File: config.mk
export PLATFORM = sky130hd
export DESIGN_NAME = rf_level_stats
export DESIGN_NICKNAME = d
export VERILOG_FILES = /design/src/rtl/rfls_pkg.sv /design/src/rtl/rfls_tick_timer.sv /design/src/rtl/rfls_stats.sv /design/src/rtl/rfls_ctrl.sv /design/src/rtl/rf_level_stats.sv
export SDC_FILE = /design/constraint.sdc
export NUM_CORES = 1
export LEC_CHECK = 0
export ABC_AREA = 1
export BUFFER_PORTS_ARGS = -buffer_cell sky130_fd_sc_hd__buf_2
export CORE_MARGIN = 1
export CORE_UTILIZATION = 48
export CTS_CLUSTER_SIZE = 40
export DETAILED_ROUTE_END_ITERATION = 10
export HOLD_SLACK_MARGIN = 0.02
export PLACE_DENSITY_LB_ADDON = 0.15
export SETUP_SLACK_MARGIN = 0.3
export SLEW_MARGIN = 10
export SYNTH_ARGS = -nofsm -noshare
export SYNTH_HDL_FRONTEND = slang
export SYNTH_SLANG_ARGS = --single-unit
File: constraint.sdc
create_clock -name clk -period 2.68 [get_ports clk]
set_input_delay 0.134 -clock clk [delete_from_list [all_inputs] [get_ports clk]]
set_output_delay 0.134 -clock clk [all_outputs]
set_load 0.005 [all_outputs]
File: src/rtl/rfls_pkg.sv
package rfls_pkg;

    typedef enum logic [2:0] {
        MODE_ONE    = 3'd0,
        MODE_AVG_S  = 3'd1,
        MODE_AVG_L  = 3'd2,
        MODE_PEAK   = 3'd3,
        MODE_TROUGH = 3'd4
    } mode_e;

    typedef enum logic [2:0] {
        S_IDLE,
        S_WAIT,
        S_START,
        S_CONV,
        S_DONE
    } state_e;

    function automatic logic mode_known(input logic [2:0] code);
        return code <= 3'd4;
    endfunction

endpackage

File: src/rtl/rfls_tick_timer.sv
module rfls_tick_timer #(
    parameter int INTERVAL = 2815
) (
    input  logic clk,
    input  logic rst_n,
    input  logic clear,
    input  logic run,
    output logic tick
);
    localparam int CW = $clog2(INTERVAL + 1);
    localparam logic [CW-1:0] LAST = CW'(INTERVAL - 1);

    logic [CW-1:0] cnt_q;

    always_ff @(posedge clk) begin
        if (!rst_n) begin
            cnt_q <= '0;
        end else if (clear) begin
            cnt_q <= '0;
        end else if (run) begin
            cnt_q <= (cnt_q == LAST) ? '0 : cnt_q + 1'b1;
        end
    end

    assign tick = run && (cnt_q == LAST);


    interval_bound_chk: assert property (@(posedge clk) disable iff (!rst_n)
        cnt_q <= LAST);

endmodule

File: src/rtl/rfls_stats.sv
module rfls_stats
    import rfls_pkg::*;
#(
    parameter int SAMPLE_W  = 10,
    parameter int ACC_W     = 20,
    parameter int SHORT_LOG = 7,
    parameter int LONG_LOG  = 10
) (
    input  logic                clk,
    input  logic                rst_n,
    input  logic                clear,
    input  mode_e               mode,
    input  logic                sample_en,
    input  logic [SAMPLE_W-1:0] sample,
    output logic                last,
    output logic [SAMPLE_W-1:0] result
);
    localparam int CNT_W = LONG_LOG + 1;
    localparam logic [ACC_W:0] HALF_S = (ACC_W+1)'(1) << (SHORT_LOG - 1);
    localparam logic [ACC_W:0] HALF_L = (ACC_W+1)'(1) << (LONG_LOG - 1);
    localparam logic [CNT_W-1:0] END_S = CNT_W'((1 << SHORT_LOG) - 1);
    localparam logic [CNT_W-1:0] END_L = CNT_W'((1 << LONG_LOG) - 1);
    localparam logic [SAMPLE_W-1:0] SMAX = '1;

    logic [ACC_W-1:0]    acc_q;
    logic [SAMPLE_W-1:0] max_q, min_q, held_q;
    logic [CNT_W-1:0]    cnt_q;
    logic [CNT_W-1:0]    end_idx;
    logic [ACC_W:0]      sum_s, sum_l;

    always_ff @(posedge clk) begin
        if (!rst_n || clear) begin
            acc_q  <= '0;
            max_q  <= '0;
            min_q  <= SMAX;
            held_q <= '0;
            cnt_q  <= '0;
        end else if (sample_en) begin
            acc_q  <= acc_q + ACC_W'(sample);
            held_q <= sample;
            cnt_q  <= cnt_q + 1'b1;
            if (sample > max_q) max_q <= sample;
            if (sample < min_q) min_q <= sample;
        end
    end

    always_comb begin
        case (mode)
            MODE_ONE:   end_idx = '0;
            MODE_AVG_S: end_idx = END_S;
            default:    end_idx = END_L;
        endcase
    end

    assign last  = (cnt_q == end_idx);
    assign sum_s = {1'b0, acc_q} + HALF_S;
    assign sum_l = {1'b0, acc_q} + HALF_L;

    always_comb begin
        case (mode)
            MODE_ONE:    result = held_q;
            MODE_AVG_S:  result = SAMPLE_W'(sum_s >> SHORT_LOG);
            MODE_AVG_L:  result = SAMPLE_W'(sum_l >> LONG_LOG);
            MODE_PEAK:   result = max_q;
            MODE_TROUGH: result = min_q;
            default:     result = '0;
        endcase
    end


    extremes_order_chk: assert property (@(posedge clk) disable iff (!rst_n)
        (cnt_q != '0) |-> (max_q >= min_q));


    no_overflow_chk: assert property (@(posedge clk) disable iff (!rst_n)
        {1'b0, acc_q} <= (ACC_W+1)'(cnt_q) * (ACC_W+1)'(SMAX));


    sample_count_chk: assert property (@(posedge clk) disable iff (!rst_n)
        cnt_q <= CNT_W'(1 << LONG_LOG));

endmodule

File: src/rtl/rfls_ctrl.sv
module rfls_ctrl
    import rfls_pkg::*;
(
    input  logic       clk,
    input  logic       rst_n,
    input  logic       cmd_valid,
    input  logic [2:0] cmd_mode,
    input  logic       tick,
    input  logic       adc_done,
    input  logic       last,
    output logic       accept,
    output mode_e      mode_q,
    output logic       busy,
    output logic       adc_start,
    output logic       sample_en,
    output logic       result_valid
);
    state_e state_q, state_d;

    assign accept = (state_q == S_IDLE) && cmd_valid && mode_known(cmd_mode);

    always_ff @(posedge clk) begin
        if (!rst_n) begin
            state_q <= S_IDLE;
            mode_q  <= MODE_ONE;
        end else begin
            state_q <= state_d;
            if (accept) mode_q <= mode_e'(cmd_mode);
        end
    end

    always_comb begin
        state_d = state_q;
        unique case (state_q)
            S_IDLE:  if (accept) state_d = S_WAIT;
            S_WAIT:  if (tick) state_d = S_START;
            S_START: state_d = S_CONV;
            S_CONV:  if (adc_done) state_d = last ? S_DONE : S_WAIT;
            S_DONE:  state_d = S_IDLE;
            default: state_d = S_IDLE;
        endcase
    end

    always_comb begin
        busy         = (state_q != S_IDLE);
        adc_start    = (state_q == S_START);
        sample_en    = (state_q == S_CONV) && adc_done;
        result_valid = (state_q == S_DONE);
    end


    start_pulse_chk: assert property (@(posedge clk) disable iff (!rst_n)
        adc_start |=> !adc_start);


    valid_pulse_chk: assert property (@(posedge clk) disable iff (!rst_n)
        result_valid |=> (!result_valid && !busy));


    mode_hold_chk: assert property (@(posedge clk) disable iff (!rst_n)
        (state_q != S_IDLE) |=> ((state_q == S_IDLE) || $stable(mode_q)));

endmodule

File: src/rtl/rf_level_stats.sv
module rf_level_stats
    import rfls_pkg::*;
#(
    parameter int SAMPLE_W  = 10,
    parameter int ACC_W     = 20,
    parameter int SHORT_LOG = 7,
    parameter int LONG_LOG  = 10,
    parameter int INTERVAL  = 2815
) (
    input  logic                clk,
    input  logic                rst_n,
    input  logic                cmd_valid,
    input  logic [2:0]          cmd_mode,
    output logic                adc_start,
    input  logic                adc_done,
    input  logic [SAMPLE_W-1:0] adc_data,
    output logic                busy,
    output logic                result_valid,
    output logic [SAMPLE_W-1:0] result
);
    logic  accept, tick, last, sample_en;
    mode_e mode_q;

    rfls_ctrl u_ctrl (
        .clk          (clk),
        .rst_n        (rst_n),
        .cmd_valid    (cmd_valid),
        .cmd_mode     (cmd_mode),
        .tick         (tick),
        .adc_done     (adc_done),
        .last         (last),
        .accept       (accept),
        .mode_q       (mode_q),
        .busy         (busy),
        .adc_start    (adc_start),
        .sample_en    (sample_en),
        .result_valid (result_valid)
    );

    rfls_tick_timer #(.INTERVAL(INTERVAL)) u_timer (
        .clk   (clk),
        .rst_n (rst_n),
        .clear (accept),
        .run   (busy),
        .tick  (tick)
    );

    rfls_stats #(
        .SAMPLE_W  (SAMPLE_W),
        .ACC_W     (ACC_W),
        .SHORT_LOG (SHORT_LOG),
        .LONG_LOG  (LONG_LOG)
    ) u_stats (
        .clk       (clk),
        .rst_n     (rst_n),
        .clear     (accept),
        .mode      (mode_q),
        .sample_en (sample_en),
        .sample    (adc_data),
        .last      (last),
        .result    (result)
    );


    idle_quiet_chk: assert property (@(posedge clk) disable iff (!rst_n)
        !busy |-> (!adc_start && !result_valid));

endmodule

==> impl_metrics.ini <==
[worst_setup_path]
path_cells = inv_1 > ha_1 > a21boi_0 > o211ai_2 > nand3_1 > nand2_1 > nand3_1
required_ps = 2910
timing.rr.start = u_stats.min_q[1]$_SDFFE_PP1P_
cpMostUsedCell = nand3_1
path_max_fanout = 11
max_stage_delay_ps = 490
worstSetupEndpointType = register
r2r_slack_ps = 430
worst_path_max_delay_cell = nand3_1
r2r-end = u_stats.min_q[9]$_SDFFE_PP1P_
crit_buf_inv = 1
cp_top_family = simple AND/OR/NAND/NOR gates
reg2reg_depth = 7
worstPathArrival_ps = 2480
critical_path_class = register to register
start_kind = register

[place]
portBuffers = 29
gp_congestion = 0.892
dp_slack_ps = 576
hpwl_mm = 9.54

[logic_synthesis]
synth_edf_count = 0
synthTopCellsByArea = dfxtp_1 (31%), nand2_1 (13%), ha_1 (8.1%)
ys.warnings.count = 0
syn-num-nets = 799
synth-seq-cells = 79
ys_async_sr_fraction = 0
synthCells = 748
syn-cell-area_mm2 = 0.00507
ys_types = 47
yosysTopAreaCellShare = 0.312
synthFlopType = dfxtp_1
synth_top_area_cell = dfxtp_1
syn_area_per_cell_um2 = 6.78
yosysSeqAreaShare = 0.312

[global_route]
grt_max_degree = 34
overflow = 0
grt_pass1_wl_mm = 22.1
gr-usage-all-layers = 0.250
grt_pass1_vias = 4775
antenna_found_initial = 0

[drt]
drtIter0Drc = 266
vias = 4969
drc = 0
ant_nets = 0
viasPerCell = 5.41
wire_per_inst_um = 14.1
drt-pass1-iter-count = 5
totalWireLength_mm = 12.9

[final_layout]
fillers = 1069
multiInputGateArea_mm2 = 0.00305
synthToLayoutAreaGrowth_pct = 9.38
layout-drive-gt1-share = 0.121
nets = 829
n_antenna_cell = 0
seq_area_mm2 = 0.00159

[pwr]
leakage_nw = 2.42
pwr-share-clk = 0.268
pwr-share-seq = 0.424
powerDensity_mw_per_mm2 = 557
p_int_mw = 1.94
p_total_mw = 3.09
power.combinational.fraction = 0.308
switchingPower_mw = 1.14
switching_share = 0.371
ir_worst_vdd_mv = 0.372

[cts]
holdBufCountCts = 0
clk_path_buf_depth = 2
root_buffer = clkbuf_8
numCtsBuffers = 9
h-tree-depth = 3
clkTransAtPathRegs_ps = 80
cts_num_sinks = 79
cts_tree = yes
clock_latency_ps = 370

[floorplan]
dieWidth_um = 105
coreArea_mm2 = 0.0103
io_pins = 30
dieArea_mm2 = 0.0110
die_h_um = 105
core.rowCount = 37
start_util = 0.493

[sta]
hold_viol = 0
fin_ws_ps = 435
finalCriticalPeriod_ps = 2250
skew_ps = 9.56
maxSlewViolCount = 0
timing.fmax_mhz = 445
max_slew.worst_pin.slew_ps = 535
period_share = 0.838
fin_tns_setup_ps = 0
relSlewSlack = 0.643
finalSetupViolations = 0
rsz0062_at_grt = yes

[hold_path]
worstHoldEndpoint = u_ctrl.state_q[0]$_SDFFE_PN0P_
hold_class = input port to register
min_path_cells = 3
min_from = rst_n

[job]
cap_violations = 0

[status]
status = finished clean
-- worst min-delay path, delay by kind of cell --
kind | cells | cell delay, ps
buf+inv | 1 | 140
compound gates | 1 | 40
simple gates | 1 | 70
-- placed cells by master (no fill, tap or decap), types with 15 or more instances in the layout --
| master | n |
|---|---|
| a21oi_1 | 61 |
| buf_2 | 29 |
| dfxtp_1 | 75 |
| ha_1 | 32 |
| inv_1 | 83 |
| nand2_1 | 176 |
| nand3_1 | 57 |
| nand4_1 | 25 |
| nor2_1 | 77 |
| nor3_1 | 15 |
| o21ai_0 | 39 |
-- flip-flops by register name, indices dropped and copies added, names as in the netlist --
name            flops
u_ctrl.state_q      3
u_ctrl.mode_q       3
u_timer.cnt_q      12
u_stats.cnt_q      11
u_stats.held_q     10
u_stats.max_q      10
u_stats.acc_q      20
u_stats.min_q      10
-- synthesized netlist by cell type, drive strengths merged (3+ instances only) --
master / number
nor3: 16
o21bai: 5
xor2: 8
a21oi: 62
buf: 13
nand2: 185
nand4: 25
xnor2: 3
inv: 92
a221oi: 4
o21ai: 51
clkbuf: 4
nor2: 86
nand3: 61
dfxtp: 79
ha: 33
-- metal layers --
metal  GRT usage  share of wire  vias to the layer above
li1            -              -                     2543
met4      0.0845          0.017                        0
met1       0.325           0.48                     2296
met2       0.411           0.46                      110
met5           0              0                        -
met3      0.0530          0.050                       20
-- final cells by class --
| class | count | share of cell area |
|---|---|---|
| inverters | 93 | 0.0643 |
| flip-flops and latches | 79 | 0.287 |
| clock buffers | 13 | 0.0287 |
| repair buffers | 36 | 0.0357 |
| multi-input cells | 559 | 0.551 |
| well taps | 136 | 0.0307 |
| clock inverters | 3 | 0.00316 |
-- repair_timing --
action,in CTS,in global routing
pin swaps,1,3
resized for setup,2,10
endpoints found under the setup margin,4,6
buffers inserted,2,1
-- cell families (layout without fill, tap and decap cells) --
family | Yosys count | in the layout | share of synthesized area
buf+inv | 110 | 145 | 0.0936
compound gates | 134 | 134 | 0.149
simple gates | 380 | 380 | 0.341
flops | 79 | 79 | 0.312
fa+ha+maj | 34 | 34 | 0.0854
xor+xnor | 11 | 11 | 0.0190
-- how the worst max path moves through the flow --
stage | slack [ps] | endpoint | depth (start not counted) | from
6_report | 430 | u_stats.min_q[9]$_SDFFE_PP1P_ | 7 | u_stats.min_q[1]$_SDFFE_PP1P_
5_1_grt | 280 | result[5] | 12 | u_ctrl.mode_q[0]$_SDFFE_PN0P_
4_1_cts | 350 | result[5] | 12 | u_ctrl.mode_q[0]$_SDFFE_PN0P_
3_5_place_dp | 580 | result[5] | 11 | u_ctrl.mode_q[2]$_SDFFE_PN0P_
3_3_place_gp | 660 | u_stats.min_q[0]$_SDFFE_PP1P_ | 9 | u_stats.min_q[9]$_SDFFE_PP1P_
2_1_floorplan | 1000 | u_stats.min_q[1]$_SDFFE_PP1P_ | 9 | u_stats.min_q[3]$_SDFFE_PP1P_
-- per-stage QoR --
stage	cells	cell area, µm²	hold slack, ps	utilization
floorplan	748	5070	258	-
global placement	900	5300	437	0.516
detailed placement	900	5300	439	0.516
CTS	918	5500	38.8	0.535
global route	919	5540	58.6	0.539
finish	919	5540	53.6	0.539
-- power groups by stage --
stage	Combinational (mW)	Sequential, mW	Clock (mW)
floorplan	0.693	1.32	0
global placement	0.904	1.33	0
detailed placement	0.921	1.33	0
CTS	0.938	1.30	0.860
global route	1.07	1.32	0.903
finish	0.951	1.31	0.828
(Power assumes the default switching activity.)
